$ cat config.mk
export PLATFORM = sky130hd
export DESIGN_NAME = fm_merge4
export DESIGN_NICKNAME = d
export VERILOG_FILES = /design/src/rtl/fm_pkg.sv /design/src/rtl/fm_arb.sv /design/src/rtl/fm_stage.sv /design/src/rtl/fm_node.sv /design/src/rtl/fm_merge4.sv
export SDC_FILE = /design/constraint.sdc
export NUM_CORES = 1
export LEC_CHECK = 0
export BUFFER_PORTS_ARGS = -buffer_cell sky130_fd_sc_hd__buf_2
export CAP_MARGIN = 20
export CORE_MARGIN = 2
export CORE_UTILIZATION = 45
export DETAILED_ROUTE_END_ITERATION = 12
export PLACE_DENSITY = 0.79
export SLEW_MARGIN = 10
export SYNTH_ARGS = -nofsm -noshare
export SYNTH_HDL_FRONTEND = slang
export SYNTH_SLANG_ARGS = --single-unit
$ cat constraint.sdc
create_clock -name clk -period 1.55 [get_ports clk]
set_input_delay 0.0775 -clock clk [delete_from_list [all_inputs] [get_ports clk]]
set_output_delay 0.0775 -clock clk [all_outputs]
set_load 0.02 [all_outputs]
$ cat src/rtl/fm_pkg.sv
package fm_pkg;
  typedef enum logic [1:0] {
    SEL_IDLE = 2'd0,
    SEL_A    = 2'd1,
    SEL_B    = 2'd2
  } sel_state_t;
endpackage

$ cat src/rtl/fm_arb.sv
module fm_arb
  import fm_pkg::*;
(
  input  logic clk,
  input  logic rst,
  input  logic a_avail,
  input  logic b_avail,
  input  logic take,
  output logic gnt_a,
  output logic gnt_b
);
  sel_state_t state;
  logic pick_a, pick_b;

  // the side not served last wins when both offer data
  always_comb begin
    unique case (state)
      SEL_A: begin
        pick_b = b_avail;
        pick_a = a_avail & ~b_avail;
      end
      SEL_B: begin
        pick_a = a_avail;
        pick_b = b_avail & ~a_avail;
      end
      default: begin
        pick_a = a_avail;
        pick_b = b_avail & ~a_avail;
      end
    endcase
  end

  assign gnt_a = take & pick_a;
  assign gnt_b = take & pick_b;

  always_ff @(posedge clk) begin
    if (rst) begin
      state <= SEL_IDLE;
    end else if (take) begin
      if (pick_a)      state <= SEL_A;
      else if (pick_b) state <= SEL_B;
      else             state <= SEL_IDLE;
    end
  end
endmodule

$ cat src/rtl/fm_stage.sv
module fm_stage #(
  parameter int DATA_W = 8
) (
  input  logic              clk,
  input  logic              rst,
  input  logic              load,
  input  logic [DATA_W-1:0] load_data,
  input  logic              pop,
  output logic              free,
  output logic              valid,
  output logic [DATA_W-1:0] data
);
  assign free = ~valid | pop;

  always_ff @(posedge clk) begin
    if (rst)       valid <= 1'b0;
    else if (load) valid <= 1'b1;
    else if (pop)  valid <= 1'b0;
  end

  always_ff @(posedge clk) begin
    if (load) data <= load_data;
  end
endmodule

$ cat src/rtl/fm_node.sv
module fm_node #(
  parameter int DATA_W = 8
) (
  input  logic              clk,
  input  logic              rst,
  input  logic              a_empty,
  input  logic [DATA_W-1:0] a_data,
  output logic              a_rd,
  input  logic              b_empty,
  input  logic [DATA_W-1:0] b_data,
  output logic              b_rd,
  output logic              o_valid,
  output logic [DATA_W-1:0] o_data,
  input  logic              o_pop
);
  logic free;

  fm_arb u_arb (
    .clk     (clk),
    .rst     (rst),
    .a_avail (~a_empty),
    .b_avail (~b_empty),
    .take    (free),
    .gnt_a   (a_rd),
    .gnt_b   (b_rd)
  );

  fm_stage #(.DATA_W(DATA_W)) u_stage (
    .clk       (clk),
    .rst       (rst),
    .load      (a_rd | b_rd),
    .load_data (a_rd ? a_data : b_data),
    .pop       (o_pop),
    .free      (free),
    .valid     (o_valid),
    .data      (o_data)
  );
endmodule

$ cat src/rtl/fm_merge4.sv
module fm_merge4 #(
  parameter int DATA_W = 8
) (
  input  logic                clk,
  input  logic                rst,
  input  logic [3:0]          in_empty,
  input  logic [4*DATA_W-1:0] in_data,
  output logic [3:0]          in_rd,
  output logic                out_valid,
  output logic [DATA_W-1:0]   out_data,
  input  logic                out_ready
);
  localparam int NUM_IN = 4;
  localparam int PAIRS  = NUM_IN / 2;

  logic [PAIRS-1:0]        leaf_valid;
  logic [PAIRS-1:0]        leaf_pop;
  logic [DATA_W-1:0]       leaf_data [PAIRS];

  for (genvar p = 0; p < PAIRS; p++) begin : g_leaf
    fm_node #(.DATA_W(DATA_W)) u_leaf (
      .clk     (clk),
      .rst     (rst),
      .a_empty (in_empty[2*p]),
      .a_data  (in_data[(2*p)*DATA_W +: DATA_W]),
      .a_rd    (in_rd[2*p]),
      .b_empty (in_empty[2*p+1]),
      .b_data  (in_data[(2*p+1)*DATA_W +: DATA_W]),
      .b_rd    (in_rd[2*p+1]),
      .o_valid (leaf_valid[p]),
      .o_data  (leaf_data[p]),
      .o_pop   (leaf_pop[p])
    );
  end

  fm_node #(.DATA_W(DATA_W)) u_root (
    .clk     (clk),
    .rst     (rst),
    .a_empty (~leaf_valid[0]),
    .a_data  (leaf_data[0]),
    .a_rd    (leaf_pop[0]),
    .b_empty (~leaf_valid[1]),
    .b_data  (leaf_data[1]),
    .b_rd    (leaf_pop[1]),
    .o_valid (out_valid),
    .o_data  (out_data),
    .o_pop   (out_ready)
  );
endmodule

; Word-level counts from Yosys, hierarchy flattened
; Cells that the tools add are included.
[op_classes]
mux = 21
bitwise = 25
n_eq_ne = 3
n_reduce_logical = 3
[ops]
columns = op, n
row1 = $mux 8, 3
row2 = $and 1x1->1, 12
row3 = $mux 1, 12
row4 = $mux 2, 6
row5 = $not 1->1, 7
row6 = $eq 2x1->1 const B, 3
row7 = $or 1x1->1, 6
row8 = $reduce_bool 2->1, 3
[word_totals]
inputBits = 39
regBits = 33

; Logic depth before layout (Yosys ltp)
[depth]
depth_word = 8
mapped_depth = 7

; By module
; A second synthesis with hierarchy kept.
[unflattened]
cells_unflattened = 110
area_unflattened_um2 = 1621.6
[modules_own_cells]
columns = module, area_each_um2, n_inst, cells_each, seq_area_each_um2
row1 = fm_stage, 286.5, 3, 12, 260.2
row2 = fm_node, 145.1, 3, 12, 0.0
row3 = fm_arb, 106.4, 3, 12, 40.0
row4 = fm_merge4, 7.5, 1, 2, 0.0

; Least setup slack after synthesis
; Ideal clock, no wire load.
[synth_timing]
kind = register to register
start = register u_root.u_stage.valid
end = register g_leaf[0].u_leaf.u_stage.data[0], data pin
arrival_ps = 1542
path_buffers = 2
t_required_ps = 1290
path_slack_ps = -252
path_stages_with_launch = 7
period_less_slack_ps = 1802
path_cell_list = dfxtp_1 nor2b_4 buf_6 o2bb2ai_4 or3_1 buf_6 mux2_4
[synth_via]
elab_chain_cells = 6
[synth_lines]
columns = item, line_no
row1 = from (decl), fm_stage.sv:10  ; output logic valid,
row2 = from (signal assigned), fm_stage.sv:16  ; if (rst) valid <= 1'b0;
row3 = from (signal assigned), fm_stage.sv:17  ; else if (load) valid <= 1'b1;
row4 = from (signal assigned), fm_stage.sv:18  ; else if (pop) valid <= 1'b0;
row5 = $not 1->1, fm_stage.sv:13  ; assign free = ~valid | pop;
row6 = $or 1x1->1, fm_stage.sv:13
row7 = $and 1x1->1, fm_arb.sv:33  ; assign gnt_a = take & pick_a;
row8 = $or 1x1->1, fm_stage.sv:13
row9 = $and 1x1->1, fm_arb.sv:33
row10 = $mux 8, fm_node.sv:32  ; .load_data (a_rd ? a_data : b_data),
row11 = net g_leaf[0].u_leaf.u_stage.load_data[0], fm_stage.sv:7  ; input logic [DATA_W-1:0] load_data,
row12 = to (signal assigned), fm_stage.sv:22  ; if (load) data <= load_data;
row13 = to (decl), fm_stage.sv:11  ; output logic [DATA_W-1:0] data
; The timed path passes the listed nets, and every way through them passes these cells.
; A chain may end at the register's enable or synchronous reset.

; Final worst setup path
[layout_timing]
start = register u_root.u_arb.state[1]
end = output port in_rd[0]
[layout_via]
elab_chain_cells = 5
[layout_lines]
columns = item, line_no
row1 = from (decl), fm_arb.sv:12  ; sel_state_t state;
row2 = from (signal assigned), fm_arb.sv:38  ; state <= SEL_IDLE;
row3 = from (signal assigned), fm_arb.sv:40  ; if (pick_a) state <= SEL_A;
row4 = from (signal assigned), fm_arb.sv:41  ; else if (pick_b) state <= SEL_B;
row5 = $eq 2x1->1, fm_arb.sv:17  ; unique case (state)
row6 = $mux 1, fm_arb.sv:17
row7 = $and 1x1->1, fm_arb.sv:33
row8 = $or 1x1->1, fm_stage.sv:13
row9 = $and 1x1->1, fm_arb.sv:33
row10 = to (decl), fm_merge4.sv:8  ; output logic [3:0] in_rd,
; No other way between the ends.

==> impl_metrics.json <==
{
  "nFillCells": 244,
  "power.leakage_nw": 0.979,
  "cts_tree": "yes",
  "place_area_um2": 1910,
  "dp_slack_ns": -0.191,
  "syn_area_per_cell_um2": 14.2,
  "synthToLayoutAreaGrowth_pct": 41.3,
  "grt_setup_unrepaired": "true",
  "drt_iter0_drc": 40,
  "yosysTopAreaCellShare_pct": 46.2,
  "p_total_mw": 2.22,
  "syn_inst": 110,
  "synth.area.top_cells": "edfxtp_1 (46%), mux2_4 (15%), dfxtp_1 (12%), mux2_2 (5.8%), a21oi_1 (3.5%)",
  "finalHoldViolCount": 0,
  "wl_per_cell_um": 15.4,
  "start_kind": "register",
  "ys.flop_type": "edfxtp_1",
  "seq_area_um2": 912,
  "synth.distinct_cells": 22,
  "ys_warn_count": 0,
  "gr-total-overflow": 0,
  "synthTopCellsByCount": "edfxtp_1 (24), mux2_4 (16), a21oi_1 (11)",
  "crit_chain": "nand2b_4 > o2bb2ai_4 > or3_4 > buf_6 > inv_2 > buf_6",
  "start_util_pct": 46.7,
  "ys_seq_elements": 33,
  "synth_most_common_cell": "edfxtp_1",
  "required_ns": 1.47,
  "path_delay_family": "simple AND/OR/NAND/NOR gates",
  "path_max_fanout": 5,
  "grt_pass1_wl_mm": 5.14,
  "synth_nets": 149,
  "fin_crit_sh_pct": 110,
  "clock-sinks": 33,
  "multi_input_area_um2": 619,
  "violations": "setup timing",
  "vias": 1143,
  "cts-root-buf": "clkbuf_4",
  "fin_nets": 221,
  "antenna_found_initial": 0,
  "cp-end-kind": "primary output",
  "globalplace.congestion": 0.915,
  "crit_arrival_ns": 1.63,
  "final.min_clock_period_ns": 1.71,
  "tightest_slew_ns": 0.223,
  "die_w_um": 62.9,
  "track_usage_pct": 17.2,
  "core_area_um2": 3340,
  "maxCapViolCount": 0,
  "status": "finished with violations",
  "diodes": 0,
  "dieArea_um2": 3950,
  "hp-class": "in -> reg",
  "irDropWorstVdd_mv": 0.480,
  "synthArstFlopShare_pct": 0,
  "firstDrtPassIters": 4,
  "numCtsBuffers": 5,
  "timing.final.max_slew_violations": 0,
  "skew_ns": 0.00161,
  "pwr_density_cell_nw_per_um2": 1010,
  "clk_pin_slew_worst_paths_ns": 0.09,
  "critPathBufInv": 3,
  "yosys.area.top_type": "edfxtp_1",
  "drive_above_1_share_pct": 66.7,
  "fin_area_um2": 2200,
  "synth_edf_count": 24,
  "setup_viol": 20,
  "worstSkewPairLatency_ns": 0.32,
  "grt_max_degree": 11,
  "num_io_pins": 52,
  "cpPeakStageDelay_ns": 0.39,
  "worst_path_max_delay_cell": "or3_4",
  "numPortBuffers": 51,
  "drt-total-wl_mm": 3.52,
  "cts_max_path_buffers": 2,
  "synth-seq-area-share_pct": 57.8,
  "setup_ws_ns": -0.157,
  "vias_per_cell": 4.99,
  "remaining_drc_errors": 0,
  "die_y_um": 62.9,
  "final_antenna_net_count": 0,
  "netlist_area_um2": 1560,
  "dp_hpwl_mm": 2.26,
  "slew_headroom_pct": 85.0,
  "cp_common_cell": "buf_6",
  "clock.fmax_ghz": 0.586,
  "grt_pass1_vias": 1125,
  "path_class": "reg -> out",
  "htreeDepth": 2,
  "num_rows": 21
}
## where the power goes
group / internal, mW / switching [mW] / leakage (nW)
Clock: 0.336 / 0.271 / 0.0399
Sequential: 1.06 / 0.0379 / 0.315
Combinational: 0.281 / 0.230 / 0.624
Total: 1.68 / 0.538 / 0.979
## sequential cells by signal (all words and copies together) (netlist names)
name	flops
u_root.u_stage.valid	1
u_root.u_stage.data	8
g_leaf.u_leaf.u_stage.data	16
g_leaf.u_leaf.u_arb.state	4
g_leaf.u_leaf.u_stage.valid	2
u_root.u_arb.state	2
## worst paths after layout
path                                                 startpoint                          endpoint  slack (ns)  cells past startpoint
worst max-delay path                      u_root.u_arb.state[1]                          in_rd[0]       -0.16                      6
worst min-delay path                                in_empty[3]    g_leaf[1].u_leaf.u_stage.valid        0.03                      2
worst max register to register            u_root.u_arb.state[1]  g_leaf[0].u_leaf.u_stage.data[2]       -0.15                      5
worst min register to register  g_leaf[1].u_leaf.u_arb.state[1]   g_leaf[1].u_leaf.u_arb.state[1]        0.47                      2
## cell usage in the layout, fill, tap and decap left out, types with 2 or more instances in the layout
cell type       n
buf_4          11
nor2b_4         2
buf_2          47
a21oi_2         2
edfxtp_1       24
a21oi_1         8
dfxtp_1         4
or3_4           3
mux2_4         17
clkbuf_4        5
a31oi_1         2
dfxtp_2         3
nand2_1         5
mux2_2          7
inv_2           4
nor2_1          4
buf_6          10
inv_1           5
dlygate4sd3_1   3
dfxtp_4         2
## worst register-to-register path, cell delays in order (launching register included)
cell and delay (ns):
dfxtp_4 0.38, nand2b_4 0.15, o2bb2ai_4 0.07, or3_4 0.39, buf_4 0.18, mux2_4 0.29
## layer usage
metal	wire length (um)	GRT usage (%)	vias to the layer above
li1	-	-	540
met1	1170	17.6	536
met2	2030	30.7	53
met3	170	4.14	14
met4	144	11.4	0
met5	0	0	-
## per-stage QoR
stage / instances / TNS [ns] / utilization [%] / hold slack (ns)
after floorplan: 110 / -3.01 / - / 0.185
after global placement: 211 / -1.62 / 57.3 / 0.314
after detailed placement: 211 / -2.60 / 57.3 / 0.321
after CTS: 224 / -2.05 / 63.3 / 0.0141
after global routing: 229 / -2.90 / 66.0 / 0.0185
final: 229 / -2.03 / 66.0 / 0.0311
## final cells by class
cell class	instances	area share [%]
clock buffers	6	1.87
flip-flops and latches	33	41.4
inverters	9	1.53
well taps	46	2.61
repair buffers	73	22.9
multi-input cells	60	28.1
clock inverters	2	1.53
## logic make-up (layout without fill, tap and decap cells)
| kind of cell | count (synthesis) | after routing | share of synthesized area [%] |
|---|---|---|---|
| simple gates | 19 | 19 | 6.34 |
| compound gates | 17 | 17 | 8.19 |
| flops | 33 | 33 | 57.8 |
| mux | 24 | 24 | 21.2 |
| buf+inv | 17 | 90 | 6.50 |
## timing repair
action | CTS | global route
resized for setup | 26 | 13
endpoints found under the hold margin | 2 | 0
setup endpoints to repair | 27 | 28
cloned | 1 | 1
hold buffers | 3 | 0
pin swaps | 3 | 4
buffers inserted | 1 | 5
Note: power is estimated with default switching activity, not from simulation.
